[config.mk]
export PLATFORM = sky130hd
export DESIGN_NAME = addr_brk_unit
export DESIGN_NICKNAME = d
export VERILOG_FILES = /design/src/rtl/abu_pkg.sv /design/src/rtl/abu_regfile.sv /design/src/rtl/abu_addr_cmp.sv /design/src/rtl/abu_brk_ctrl.sv /design/src/rtl/addr_brk_unit.sv
export SDC_FILE = /design/constraint.sdc
export NUM_CORES = 1
export LEC_CHECK = 0
export BUFFER_PORTS_ARGS = -buffer_cell sky130_fd_sc_hd__buf_2
export CORE_UTILIZATION = 52
export DETAILED_ROUTE_END_ITERATION = 8
export GPL_TIMING_DRIVEN = 0
export PLACE_DENSITY = 0.73
export RECOVER_POWER = 100
export SETUP_SLACK_MARGIN = 0.02
export SLEW_MARGIN = 15
export SYNTH_ARGS = -nofsm -noshare
export SYNTH_HDL_FRONTEND = slang
export SYNTH_SLANG_ARGS = --single-unit
[constraint.sdc]
create_clock -name clk -period 2.3 [get_ports clk]
set_input_delay 0.115 -clock clk [delete_from_list [all_inputs] [get_ports clk]]
set_output_delay 0.115 -clock clk [all_outputs]
set_load 0.005 [all_outputs]
[src/rtl/abu_pkg.sv]
package abu_pkg;
  localparam int BYTE_W = 8;
  localparam int DEF_SETS = 4;
  localparam int DEF_ADDR_W = 24;
  localparam int DEF_REG_AW = 4;
endpackage

[src/rtl/abu_regfile.sv]
module abu_regfile #(
  parameter int N_SETS = abu_pkg::DEF_SETS,
  parameter int ADDR_W = abu_pkg::DEF_ADDR_W,
  parameter int REG_AW = abu_pkg::DEF_REG_AW
) (
  input  logic                     clk,
  input  logic                     rst_n,
  input  logic                     wr_en,
  input  logic [REG_AW-1:0]        wr_addr,
  input  logic [7:0]               wr_data,
  output logic [N_SETS*ADDR_W-1:0] match_flat,
  output logic [N_SETS-1:0]        enables
);
  localparam int BYTES = ADDR_W / abu_pkg::BYTE_W;
  localparam int CTRL_ADDR = N_SETS * BYTES;

  for (genvar s = 0; s < N_SETS; s++) begin : g_set
    logic [ADDR_W-1:0] set_q;
    always_ff @(posedge clk) begin
      for (int b = 0; b < BYTES; b++) begin
        if (wr_en && wr_addr == REG_AW'(s * BYTES + b))
          set_q[b*8 +: 8] <= wr_data;
      end
    end
    assign match_flat[s*ADDR_W +: ADDR_W] = set_q;
  end

  always_ff @(posedge clk or negedge rst_n) begin
    if (!rst_n)
      enables <= '0;
    else if (wr_en && wr_addr == REG_AW'(CTRL_ADDR))
      enables <= wr_data[N_SETS-1:0];
  end
endmodule

[src/rtl/abu_addr_cmp.sv]
module abu_addr_cmp #(
  parameter int N_SETS = abu_pkg::DEF_SETS,
  parameter int ADDR_W = abu_pkg::DEF_ADDR_W
) (
  input  logic                     mode_linear,
  input  logic [7:0]               base_byte,
  input  logic [ADDR_W-1:0]        cpu_addr,
  input  logic                     acc_valid,
  input  logic [N_SETS*ADDR_W-1:0] match_flat,
  input  logic [N_SETS-1:0]        enables,
  output logic [N_SETS-1:0]        hit
);
  localparam int LOW_W = ADDR_W - 8;
  logic [ADDR_W-1:0] eff_addr;

  assign eff_addr = mode_linear ? cpu_addr : {base_byte, cpu_addr[LOW_W-1:0]};

  for (genvar s = 0; s < N_SETS; s++) begin : g_cmp
    assign hit[s] = acc_valid && enables[s] &&
                    (eff_addr == match_flat[s*ADDR_W +: ADDR_W]);
  end
endmodule

[src/rtl/abu_brk_ctrl.sv]
module abu_brk_ctrl #(
  parameter int N_SETS = abu_pkg::DEF_SETS
) (
  input  logic              clk,
  input  logic              rst_n,
  input  logic [N_SETS-1:0] hit,
  input  logic              acc_first,
  input  logic              instr_end,
  input  logic              dbg_ack,
  output logic              brk_req,
  output logic [N_SETS-1:0] brk_hits
);
  logic [N_SETS-1:0] pend_q, live_hit, imm_hit, pend_all;
  logic              issue;

  assign live_hit = brk_req ? '0 : hit;
  assign imm_hit  = acc_first ? live_hit : '0;
  assign pend_all = pend_q | (acc_first ? '0 : live_hit);
  assign issue    = !brk_req && ((|imm_hit) || (instr_end && (|pend_all)));

  always_ff @(posedge clk or negedge rst_n) begin
    if (!rst_n) begin
      brk_req  <= 1'b0;
      brk_hits <= '0;
      pend_q   <= '0;
    end else if (issue) begin
      brk_req  <= 1'b1;
      brk_hits <= imm_hit | pend_all;
      pend_q   <= '0;
    end else begin
      if (brk_req && dbg_ack) brk_req <= 1'b0;
      pend_q <= pend_all;
    end
  end
endmodule

[src/rtl/addr_brk_unit.sv]
module addr_brk_unit #(
  parameter int N_SETS = abu_pkg::DEF_SETS,
  parameter int ADDR_W = abu_pkg::DEF_ADDR_W,
  parameter int REG_AW = abu_pkg::DEF_REG_AW
) (
  input  logic              clk,
  input  logic              rst_n,
  input  logic              reg_wr_en,
  input  logic [REG_AW-1:0] reg_wr_addr,
  input  logic [7:0]        reg_wr_data,
  input  logic              mode_linear,
  input  logic [7:0]        base_byte,
  input  logic [ADDR_W-1:0] cpu_addr,
  input  logic              acc_valid,
  input  logic              acc_first,
  input  logic              instr_end,
  input  logic              dbg_ack,
  output logic              brk_req,
  output logic [N_SETS-1:0] brk_hits
);
  logic [N_SETS*ADDR_W-1:0] match_w;
  logic [N_SETS-1:0]        en_w;
  logic [N_SETS-1:0]        hit_w;

  abu_regfile #(.N_SETS(N_SETS), .ADDR_W(ADDR_W), .REG_AW(REG_AW)) u_regs (
    .clk(clk), .rst_n(rst_n), .wr_en(reg_wr_en), .wr_addr(reg_wr_addr),
    .wr_data(reg_wr_data), .match_flat(match_w), .enables(en_w)
  );

  abu_addr_cmp #(.N_SETS(N_SETS), .ADDR_W(ADDR_W)) u_cmp (
    .mode_linear(mode_linear), .base_byte(base_byte), .cpu_addr(cpu_addr),
    .acc_valid(acc_valid), .match_flat(match_w), .enables(en_w), .hit(hit_w)
  );

  abu_brk_ctrl #(.N_SETS(N_SETS)) u_ctrl (
    .clk(clk), .rst_n(rst_n), .hit(hit_w), .acc_first(acc_first),
    .instr_end(instr_end), .dbg_ack(dbg_ack), .brk_req(brk_req),
    .brk_hits(brk_hits)
  );
endmodule

==> results.json <==
{
  "fin_crit_sh_pct": 108.9,
  "top_usage_layer": "met2",
  "slowest_stage": "edfxtp_1",
  "die_w_um": 98.86,
  "initial_core_util_pct": 54.87,
  "whs_path_depth": 3,
  "path_max_fanout": 3,
  "synth_area_leaders": "edfxtp_1, xnor2_1, dfrtp_1",
  "p_per_area_mw_per_mm2": 648.8,
  "grtUsageMet3_pct": 4.894,
  "avgSynthCellArea_sq_um": 15.44,
  "clkSlewWorstSetupHoldPaths_ps": 100,
  "cts_max_level": 3,
  "wl_per_cell_um": 20.11,
  "end_kind": "register",
  "hold_viol": 0,
  "io_pins": 57,
  "cts_made_buffers": 9,
  "drt_iter0_drc": 152,
  "grt.overflow.total": 0,
  "place_inst": 476,
  "worst-path-buf-inv": 2,
  "viasPerCell": 5.481,
  "start_kind": "register",
  "synth-async-reset-ratio_pct": 11.93,
  "drc": 0,
  "clock_power_share_pct": 28.9,
  "rrSetupSlack_ps": -200,
  "cp.depth": 9,
  "period_needed_ps": 2505,
  "n_antenna_cell": 0,
  "synth_most_common_cell": "edfxtp_1",
  "ys_top_cells_by_count": "edfxtp_1, xnor2_1, nor2_1",
  "ys_ff_latch": 109,
  "swShare_pct": 24.14,
  "ys_warn_count": 0,
  "fmax_mhz": 399.3,
  "std_cell_rows": 34,
  "layout.nets": 446,
  "failed_checks": "negative setup slack",
  "maxCapViolCount": 0,
  "slew_violations": 0,
  "tns_ps": -898.5,
  "grt_pass1_vias": 2880,
  "grt_max_degree": 19,
  "crit_type": "reg2reg",
  "fillers": 682,
  "final_core_util_pct": 63.10,
  "met1_usage_pct": 26.83,
  "clock_path_buffers": 2,
  "io_buffer_count": 51,
  "core_region_area_sq_mm": 0.008891,
  "tightest_slew_ps": 1194,
  "cts-root-buf": "clkbuf_8",
  "clock_latency_ps": 380,
  "synthCells": 316,
  "use_met2_pct": 41.64,
  "cp.required_ps": 2570,
  "vias": 2779,
  "gr-usage-all-layers_pct": 22.80,
  "area.sequential_sq_mm": 0.003208,
  "yosysSeqAreaShare_pct": 65.76,
  "ant_nets": 0,
  "stdcell_count": 507,
  "dieArea_sq_mm": 0.009773,
  "synth_cell_types": 32,
  "switching_power_w": 0.0008787,
  "antenna_found_initial": 0,
  "synth_top_area_share_pct": 59.09,
  "p_leak_nw": 1.880,
  "skew_ps": 12.68,
  "crit_family": "simple AND/OR/NAND/NOR gates",
  "path_cells": "xnor2_1, nand4_1, nor4_4, nand4_1, buf_4, a41o_1, o31ai_4, buf_6, mux2_4",
  "syn_nets": 368,
  "totalWireLength_um": 10200,
  "firstDrtPassIters": 4,
  "relSlewSlack_pct": 19.79,
  "setup_slack_ps": -204.7,
  "grt_pass1_wl_um": 15630,
  "cts_sinks": 109,
  "rsz0062_at_grt": "true",
  "min_path_type": "in2reg",
  "setup_viol": 8,
  "syn_area_sq_mm": 0.004878,
  "crit_top_cell": "nand4_1",
  "layout-drive-gt1-share_pct": 23.31,
  "synth_edf_count": 96,
  "multi_input_area_sq_mm": 0.001687,
  "dp_hpwl_um": 7331,
  "ys.flop_type": "edfxtp_1",
  "internal_power_w": 0.002761,
  "ir_drop_mv": 0.4657,
  "sequentialPowerShare_pct": 61.2,
  "die_height_um": 98.86,
  "max_stage_delay_ps": 400,
  "syn_to_final_growth_pct": 15.00,
  "status": "finished, violations left",
  "r2r_cells": 9,
  "cts_tree": "done",
  "place_congestion": 0.7738,
  "comb_power_share_pct": 10.0,
  "synth_top_cell_by_area": "edfxtp_1",
  "arrival_ps": 2780
}
-- what timing repair did --
item / in CTS / in global routing
resized for setup: 8 / 3
setup buffers: 14 / 0
pin swaps: 7 / 8
hold buffers: 1 / 0
endpoints found under the hold margin: 13 / 0
setup endpoints to repair: 9 / 9
-- cell families (layout without fill, tap and decap cells) --
group / after synthesis / in the layout / synth area share (%)
buffers and inverters: 8 / 91 / 0.7693
XOR/XNOR: 96 / 96 / 17.24
multiplexers: 16 / 16 / 5.668
flip-flops: 109 / 109 / 65.76
AO/OA/AOI/OAI: 7 / 7 / 1.410
AND/OR/NAND/NOR: 80 / 80 / 9.156
-- worst paths after layout --
path / to / from
max reg2reg: u_ctrl.brk_hits[3] / u_regs.g_set[1].set_q[12]
max: u_ctrl.brk_hits[3] / u_regs.g_set[1].set_q[12]
max in group asynchronous: u_ctrl.pend_q[0] / rst_n
min: u_ctrl.brk_req / dbg_ack
min reg2reg: u_ctrl.pend_q[3] / u_ctrl.pend_q[3]
min in group asynchronous: u_ctrl.brk_hits[1] / rst_n
-- metrics by stage --
| stage | hold slack (ps) | total power [W] | area [sq um] | setup slack (ps) |
|---|---|---|---|---|
| floorplan | -180.6 | 0.002474 | 4878 | 84.34 |
| global placement | 13.79 | 0.002620 | 5269 | -492.7 |
| detailed placement | 18.04 | 0.002634 | 5281 | -527.7 |
| CTS | 2.341 | 0.003669 | 5622 | -92.88 |
| global route | 16.36 | 0.003762 | 5610 | -342.6 |
| finish | 14.68 | 0.003640 | 5610 | -204.7 |
-- worst reg2reg max path, cell delays in order (launching register included) --
cell	delay (ps)
edfxtp_1	400
xnor2_1	170
nand4_1	220
nor4_4	390
nand4_1	230
buf_4	200
a41o_1	270
o31ai_4	90
buf_6	150
mux2_4	290
-- sequential cells by signal, indices dropped and copies added (netlist names) --
register            cells
u_regs.enables          4
u_ctrl.brk_hits         4
u_ctrl.brk_req          1
u_regs.g_set.set_q     96
u_ctrl.pend_q           4
-- layer usage --
metal | up-vias | routed length [um]
met5 | - | 0
met4 | 0 | 165
met3 | 13 | 494
met2 | 89 | 5413
met1 | 1361 | 4122
li1 | 1316 | -
-- final cells by class --
cell class              instances  share of cell area (%)
multi-input cells             199                   30.06
plain buffers                   5                  0.4683
repair buffers                 67                   6.579
flip-flops and latches        109                   57.18
inverters                       3                  0.2007
clock inverters                 6                  0.8252
clock buffers                  10                   2.275
well taps                     108                   2.409
-- cells in the final DEF (no fill, tap or decap), types with 3 or more instances in the layout --
cell	instances
nor4_1	7
buf_6	4
nor2_1	20
nor4_2	3
nand3_1	5
mux2i_4	7
edfxtp_1	96
nand4_1	19
nand3b_1	3
buf_2	38
dfrtp_1	13
clkbuf_1	19
inv_1	3
nor3_1	7
mux2_2	4
mux2_4	4
xnor2_1	78
clkbuf_8	9
nand2b_1	5
xor2_1	17
buf_4	11
-- power groups by stage --
stage	registers, W	logic, W	clock network [W]
after global placement	0.00227	0.000353	0
after global routing	0.00223	0.000394	0.00114
after floorplan	0.00227	0.000209	0
after CTS	0.00223	0.000371	0.00107
after detailed placement	0.00227	0.000363	0
final	0.00223	0.000362	0.00105
(Power assumes the default switching activity.)
